<file path="config.mk">
export PLATFORM = sky130hd
export DESIGN_NAME = cmpdac_sar_seq
export DESIGN_NICKNAME = d
export VERILOG_FILES = /design/src/rtl/sar_pkg.sv /design/src/rtl/sar_link_ctrl.sv /design/src/rtl/sar_trial_gen.sv /design/src/rtl/sar_result_fmt.sv /design/src/rtl/cmpdac_sar_seq.sv
export SDC_FILE = /design/constraint.sdc
export NUM_CORES = 1
export LEC_CHECK = 0
export BUFFER_PORTS_ARGS = -buffer_cell sky130_fd_sc_hd__buf_2
export CAP_MARGIN = 40
export CORE_MARGIN = 2
export CORE_UTILIZATION = 57
export CTS_CLUSTER_DIAMETER = 40
export DETAILED_ROUTE_END_ITERATION = 8
export PLACE_DENSITY_LB_ADDON = 0.2
export SLEW_MARGIN = 20
export SYNTH_ARGS = -nofsm -noshare
export SYNTH_HDL_FRONTEND = slang
export SYNTH_SLANG_ARGS = --single-unit
</file>
<file path="constraint.sdc">
create_clock -name clk -period 5.3 [get_ports clk]
set_input_delay 0.265 -clock clk [delete_from_list [all_inputs] [get_ports clk]]
set_output_delay 0.265 -clock clk [all_outputs]
set_load 0.01 [all_outputs]
</file>
<file path="src/rtl/sar_pkg.sv">
package sar_pkg;

  typedef enum logic [1:0] {
    CH_EXT    = 2'd0,
    CH_BACKUP = 2'd1,
    CH_BATT   = 2'd2
  } chan_t;

  typedef enum logic [1:0] {
    PH_IDLE    = 2'd0,
    PH_NEXT    = 2'd1,
    PH_SET     = 2'd2,
    PH_COLLECT = 2'd3
  } seq_phase_t;

  typedef enum logic [1:0] {
    LK_IDLE = 2'd0,
    LK_REQ  = 2'd1,
    LK_RSP  = 2'd2
  } link_state_t;

  // Unused select value folds onto the external input.
  function automatic chan_t norm_chan(input logic [1:0] sel);
    chan_t c;
    case (sel)
      2'd1:    c = CH_BACKUP;
      2'd2:    c = CH_BATT;
      default: c = CH_EXT;
    endcase
    return c;
  endfunction

endpackage

</file>
<file path="src/rtl/sar_link_ctrl.sv">
module sar_link_ctrl
  import sar_pkg::*;
#(
  parameter int CODE_W = 7,
  parameter int STAT_W = 8
) (
  input  logic              clk,
  input  logic              rst_n,
  input  logic              issue,
  input  logic [CODE_W-1:0] issue_code,
  output logic              wr_valid,
  input  logic              wr_ready,
  output logic [CODE_W-1:0] wr_code,
  input  logic              rsp_valid,
  output logic              rsp_ready,
  input  logic [STAT_W-1:0] rsp_status,
  output logic              xfer_done,
  output logic [STAT_W-1:0] xfer_status
);

  link_state_t st;

  always_ff @(posedge clk) begin
    if (!rst_n) begin
      st          <= LK_IDLE;
      wr_code     <= '0;
      xfer_done   <= 1'b0;
      xfer_status <= '0;
    end else begin
      xfer_done <= 1'b0;
      case (st)
        LK_IDLE: begin
          if (issue) begin
            wr_code <= issue_code;
            st      <= LK_REQ;
          end
        end
        LK_REQ: begin
          if (wr_ready) st <= LK_RSP;
        end
        LK_RSP: begin
          if (rsp_valid) begin
            xfer_status <= rsp_status;
            xfer_done   <= 1'b1;
            st          <= LK_IDLE;
          end
        end
        default: st <= LK_IDLE;
      endcase
    end
  end

  always_comb begin
    wr_valid  = (st == LK_REQ);
    rsp_ready = (st == LK_RSP);
  end

endmodule

</file>
<file path="src/rtl/sar_trial_gen.sv">
module sar_trial_gen #(
  parameter int CODE_W   = 7,
  parameter int MIN_CODE = 20,
  localparam int IDX_W   = (CODE_W > 1) ? $clog2(CODE_W) : 1
) (
  input  logic              clk,
  input  logic              rst_n,
  input  logic              init,
  input  logic              go_mode_i,
  input  logic [CODE_W-1:0] limit_i,
  input  logic              decide,
  input  logic              bit_i,
  output logic [CODE_W-1:0] trial_code,
  output logic [CODE_W-1:0] acc_next,
  output logic              go_o,
  output logic              last_o
);

  localparam logic [IDX_W-1:0]  TOP_IDX = IDX_W'(CODE_W - 1);
  localparam logic [CODE_W-1:0] FLOOR   = CODE_W'(MIN_CODE);

  logic [CODE_W-1:0] acc;
  logic [CODE_W-1:0] limit_q;
  logic [IDX_W-1:0]  idx;
  logic              go_q;
  logic [CODE_W-1:0] probe;
  logic [CODE_W-1:0] raw;

  always_comb begin
    probe    = CODE_W'(1) << idx;
    raw      = go_q ? limit_q : (acc | probe);
    acc_next = (!go_q && bit_i) ? (acc | probe) : acc;
    last_o   = go_q || (idx == '0);
    go_o     = go_q;
  end

  generate
    if (MIN_CODE > 0) begin : g_floor
      always_comb trial_code = (raw < FLOOR) ? FLOOR : raw;
    end else begin : g_nofloor
      always_comb trial_code = raw;
    end
  endgenerate

  always_ff @(posedge clk) begin
    if (!rst_n) begin
      acc     <= '0;
      limit_q <= '0;
      idx     <= TOP_IDX;
      go_q    <= 1'b0;
    end else if (init) begin
      acc     <= '0;
      limit_q <= limit_i;
      idx     <= TOP_IDX;
      go_q    <= go_mode_i;
    end else if (decide) begin
      acc <= acc_next;
      if (idx != '0) idx <= idx - 1'b1;
    end
  end

endmodule

</file>
<file path="src/rtl/sar_result_fmt.sv">
module sar_result_fmt
  import sar_pkg::*;
#(
  parameter int CODE_W     = 7,
  parameter int MIN_CODE   = 20,
  parameter int LSB_MV     = 10,
  parameter int DIV_BACKUP = 4,
  parameter int MV_W       = 13
) (
  input  logic              go_i,
  input  chan_t             chan_i,
  input  logic [CODE_W-1:0] acc_i,
  input  logic [CODE_W-1:0] trial_i,
  input  logic              bit_i,
  output logic [CODE_W-1:0] code_o,
  output logic [MV_W-1:0]   mv_o,
  output logic              under_o,
  output logic              above_o
);

  localparam logic [CODE_W-1:0] FLOOR = CODE_W'(MIN_CODE);
  localparam logic [MV_W-1:0]   STEP_DIRECT = MV_W'(LSB_MV);
  localparam logic [MV_W-1:0]   STEP_DIV    = MV_W'(LSB_MV * DIV_BACKUP);

  logic [MV_W-1:0] step;

  always_comb begin
    if (go_i) begin
      code_o  = trial_i;
      under_o = 1'b0;
      above_o = bit_i;
    end else begin
      under_o = (acc_i < FLOOR);
      code_o  = under_o ? FLOOR : acc_i;
      above_o = !under_o;
    end
    step = (chan_i == CH_BACKUP) ? STEP_DIV : STEP_DIRECT;
    mv_o = MV_W'(code_o) * step;
  end

endmodule

</file>
<file path="src/rtl/cmpdac_sar_seq.sv">
module cmpdac_sar_seq
  import sar_pkg::*;
#(
  parameter int CODE_W      = 7,
  parameter int MIN_CODE    = 20,
  parameter int LSB_MV      = 10,
  parameter int DIV_BACKUP  = 4,
  parameter int STAT_W      = 8,
  parameter int CH_BIT_BASE = 5,
  localparam int MV_W  = $clog2(((1 << CODE_W) - 1) * LSB_MV * DIV_BACKUP + 1),
  localparam int SEL_W = $clog2(STAT_W)
) (
  input  logic              clk,
  input  logic              rst_n,
  input  logic              start,
  input  logic [1:0]        chan_sel,
  input  logic              go_mode,
  input  logic [CODE_W-1:0] limit_code,
  output logic              wr_valid,
  input  logic              wr_ready,
  output logic [CODE_W-1:0] wr_code,
  input  logic              rsp_valid,
  output logic              rsp_ready,
  input  logic [STAT_W-1:0] rsp_status,
  output logic              busy,
  output logic              done,
  output logic [CODE_W-1:0] res_code,
  output logic [MV_W-1:0]   res_mv,
  output logic              res_under,
  output logic              res_above
);

  seq_phase_t        st;
  chan_t             ch_q;
  logic              init, issue, decide;
  logic              xfer_done;
  logic [STAT_W-1:0] xfer_status;
  logic [SEL_W-1:0]  bit_pos;
  logic              cmp_bit;
  logic [CODE_W-1:0] trial, acc_nx;
  logic              go_q, last;
  logic [CODE_W-1:0] f_code;
  logic [MV_W-1:0]   f_mv;
  logic              f_under, f_above;

  always_comb begin
    init    = (st == PH_IDLE) && start;
    issue   = (st == PH_NEXT) || ((st == PH_SET) && xfer_done);
    decide  = (st == PH_COLLECT) && xfer_done;
    bit_pos = SEL_W'(CH_BIT_BASE) + SEL_W'(ch_q);
    cmp_bit = xfer_status[bit_pos];
    busy    = (st != PH_IDLE);
  end

  sar_link_ctrl #(.CODE_W(CODE_W), .STAT_W(STAT_W)) link_i (
    .clk(clk), .rst_n(rst_n),
    .issue(issue), .issue_code(trial),
    .wr_valid(wr_valid), .wr_ready(wr_ready), .wr_code(wr_code),
    .rsp_valid(rsp_valid), .rsp_ready(rsp_ready), .rsp_status(rsp_status),
    .xfer_done(xfer_done), .xfer_status(xfer_status)
  );

  sar_trial_gen #(.CODE_W(CODE_W), .MIN_CODE(MIN_CODE)) trial_i (
    .clk(clk), .rst_n(rst_n),
    .init(init), .go_mode_i(go_mode), .limit_i(limit_code),
    .decide(decide), .bit_i(cmp_bit),
    .trial_code(trial), .acc_next(acc_nx), .go_o(go_q), .last_o(last)
  );

  sar_result_fmt #(
    .CODE_W(CODE_W), .MIN_CODE(MIN_CODE), .LSB_MV(LSB_MV),
    .DIV_BACKUP(DIV_BACKUP), .MV_W(MV_W)
  ) fmt_i (
    .go_i(go_q), .chan_i(ch_q), .acc_i(acc_nx), .trial_i(trial), .bit_i(cmp_bit),
    .code_o(f_code), .mv_o(f_mv), .under_o(f_under), .above_o(f_above)
  );

  always_ff @(posedge clk) begin
    if (!rst_n) begin
      st        <= PH_IDLE;
      ch_q      <= CH_EXT;
      done      <= 1'b0;
      res_code  <= '0;
      res_mv    <= '0;
      res_under <= 1'b0;
      res_above <= 1'b0;
    end else begin
      done <= 1'b0;
      case (st)
        PH_IDLE: begin
          if (start) begin
            ch_q <= norm_chan(chan_sel);
            st   <= PH_NEXT;
          end
        end
        PH_NEXT: st <= PH_SET;
        PH_SET: begin
          if (xfer_done) st <= PH_COLLECT;
        end
        PH_COLLECT: begin
          if (xfer_done) begin
            if (last) begin
              st        <= PH_IDLE;
              done      <= 1'b1;
              res_code  <= f_code;
              res_mv    <= f_mv;
              res_under <= f_under;
              res_above <= f_above;
            end else begin
              st <= PH_NEXT;
            end
          end
        end
        default: st <= PH_IDLE;
      endcase
    end
  end

endmodule

</file>
==> summary.txt <==
Status - finished clean
Core ar. - 5960 um^2
DRC viols - 0
Pwr per Cell Area - 356 nW/um^2
Most common cell after layout, fill and taps aside - dfxtp_1
Largest net degree at the start of global routing - 41
GRT Total Usage - 26.3%
Setup TNS - 0 ns
Worst slew pin tran - 0.609 ns
CTS sink cnt - 62
HPWL Detailed - 6390 um
FFs w/ async S/R, synth - 0%
Yosys warns - 0
Leakage Power - 0.00181 uW
Synthesized cell area - 3550 um^2
GR Overflow Total - 0
Register share of total power - 35.8%
Startpoint types - register
Top_reg_cell synth - dfxtp_1
Placer Congestion - 0.901
Dpl cell area - 3880 um^2
Max H-tree Level - 3
Hold Path Origin - limit_code[4]
WP buf/inv - 0
Area of the die - 6870 um^2
Slowest library cell on the worst path - or3_1
Crit path kind - reg -> reg
R2R Path End - res_mv[12]
Syn Area/Cell - 8.22 um^2
Arrival time of the worst setup path - 5.27 ns
CTS Buf Count - 9
Antenna cells - 0
Sw Ratio - 34.8%
NumNets Final - 551
IO buf count - 54
CTS tree - done
Top Family by Delay on Critical Path - adder cells
Critical-path maximum fanout - 8
Starting Density - 59.6%
Fin. Hold Viols - 0
Share of layout cells above drive strength 1 - 19.9%
Initial antenna violation count - 0
First-pass GRT wire length - 14,900 um
R2R depth - 17
Wirelength per Cell - 15.5 um
Clk pwr share - 32.3%
Initial DRC count - 245
Commonest non-fill, non-tap cells in the layout - 62 x dfxtp_1, 60 x nand2_1, 54 x buf_2
Clk root buf - clkbuf_8
Max incr delay on CP - 0.50 ns
Clock transition at path regs - 0.08 ns
Final setup fails - 0
Pint - 970 uW
Crit path capture type - register
Worst hold path depth - 3
Via count - 3,276
Clock latency on the worst-skew pair - 0.35 ns
Routed vias/inst - 5.78
RSZ-0062 raised after global routing - false
Psw - 518 uW
CTS max path bufs - 2
Peak VDD IR - 0.000254 V
Fmax - 0.199 GHz
Hold WC Path Type - in -> reg
Final instance area - 4180 um^2
Die Width - 82.9 um
CP Data Required Time - 5.53 ns
Layout Skew - 0.00931 ns
Hold EP - trial_i.limit_q[4]
Period utilization - 95.0%
Total Routed Length - 8770 um
R2R Path Start - ch_q[0]
R2R setup slack - 0.26 ns
CP Cell Sequence - ha_2 > mux2_4 > a2bb2oi_4 > a31oi_2 > a21oi_1 > or3_1 > and3_1 > ha_1 > fa_1 > ha_1 > ha_1 > a21o_1 > a21oi_2 > o22ai_1 > or4_1 > and3_1 > a311o_1
Final Slew Violations - 0
Critical path's most frequent cell - ha_1
Combinational share of power - 31.9%
Syn nets - 496
Area growth from synthesis to layout - 17.6%
Post-route ant nets - 0
Post-synthesis cell count - 432
Slew HR - 59.2%
Seq/Total Area, Yosys - 35.0%
Max cap viols - 0
Post-synth cell types - 53
Crit path time final - 5.04 ns
Register bit count reported by yosys - 62
Die extent in y - 82.9 um
Top-Level Pins - 56
Vias in the first global route - 3,204
DRT Pass-1 Iters - 4
EDFF count, synth - 0
Row cnt - 28
[sequential cells by signal (all words and copies together) (netlist names)]
name,flops
link_i.xfer_done,1
res_under,1
ch_q,2
trial_i.limit_q,7
link_i.xfer_status,8
link_i.wr_code,7
res_above,1
trial_i.acc,7
link_i.st,2
trial_i.idx,3
done,1
res_mv,12
trial_i.go_o,1
res_code,7
st,2
[final cells by class]
cell class / instances / area, um^2
multi-input cells: 333 / 2200
clock inverters: 6 / 93.8
clock buffers: 10 / 138
fillers: 503 / 1780
inverters: 17 / 63.8
flip-flops and latches: 62 / 1240
repair buffers: 64 / 345
well taps: 75 / 93.8
[worst register-to-register path: stages (launching register included)]
cell and delay (ns):
dfxtp_1 0.44, ha_2 0.29, mux2_4 0.33, a2bb2oi_4 0.21
a31oi_2 0.15, a21oi_1 0.12, or3_1 0.50, and3_1 0.23
ha_1 0.20, fa_1 0.47, ha_1 0.33, ha_1 0.30
a21o_1 0.18, a21oi_2 0.17, o22ai_1 0.12, or4_1 0.42
and3_1 0.17, a311o_1 0.30
[worst max-delay path by stage]
| stage | from | to | slack, ns | depth (start not counted) |
|---|---|---|---|---|
| global route | trial_i.idx[0] | res_mv[12] | 0.04 | 18 |
| CTS | trial_i.idx[0] | res_mv[12] | 0.20 | 18 |
| global placement | ch_q[0] | res_mv[12] | 0.35 | 17 |
| finish | ch_q[0] | res_mv[12] | 0.26 | 17 |
| detailed placement | trial_i.idx[0] | res_mv[12] | 0.23 | 18 |
| floorplan | trial_i.idx[0] | res_mv[12] | 0.55 | 18 |
[power by group through the flow]
stage / clock (uW) / sequential (uW) / combinational [uW]
CTS: 487 / 531 / 456
floorplan: 0 / 536 / 333
detailed placement: 0 / 541 / 451
global route: 503 / 537 / 536
finish: 480 / 533 / 475
global placement: 0 / 540 / 438
[synth_stat cells, types with 3 or more instances]
master | instances | share of area (%)
and2_1 | 11 | 1.9
dfxtp_1 | 62 | 35
a211oi_1 | 4 | 0.85
nor2_1 | 36 | 3.8
mux2i_1 | 4 | 1.1
a21oi_1 | 47 | 6.6
nand2_1 | 61 | 6.5
fa_1 | 3 | 1.7
o31ai_1 | 6 | 1.3
inv_1 | 17 | 1.8
nand3_1 | 24 | 3.4
a31oi_1 | 9 | 1.6
nor2b_1 | 12 | 2.1
o22ai_1 | 3 | 0.53
nand2b_1 | 5 | 0.88
a311o_1 | 3 | 0.85
or3_1 | 4 | 0.70
o21ai_0 | 11 | 1.6
and3_1 | 5 | 0.88
clkbuf_1 | 15 | 1.6
nor3_1 | 9 | 1.3
xnor2_1 | 4 | 0.99
ha_1 | 38 | 13
[kinds of logic after synthesis]
group                    share of synthesized area (%)
buffers and inverters                             4.16
other                                            0.106
flip-flops                                        35.0
XOR/XNOR                                          1.23
AO/OA/AOI/OAI                                     19.6
adder cells (fa/ha/maj)                           15.1
multiplexers                                      1.55
AND/OR/NAND/NOR                                   23.3
[through the flow]
stage / cells / total power, uW / utilization (%) / setup slack, ns / hold slack, ns
6_report: 567 / 1490 / 70.1 / 0.263 / 0.151
5_1_grt: 567 / 1580 / 70.1 / 0.0433 / 0.156
4_1_cts: 564 / 1470 / 69.1 / 0.199 / 0.139
3_5_place_dp: 548 / 993 / 65.2 / 0.227 / 0.441
3_3_place_gp: 548 / 978 / 65.2 / 0.353 / 0.437
2_1_floorplan: 432 / 869 / - / 0.551 / 0.401
[timing repair]
item                                    in CTS  in global routing
hold endpoints to repair                     0                  0
endpoints found under the setup margin       0                  1
setup buffers                                0                  3
gates resized for setup                      0                  8
hold buffers                                 0                  0
[per-layer routing]
layer	global-route usage, %	wire length, um	part of all wire, %
met1	35.0	4130	47
met5	0	0	0
met4	10.3	151	1.7
met2	43.0	4070	46
met3	3.98	415	4.7
Note: power is estimated with default switching activity, not from simulation.
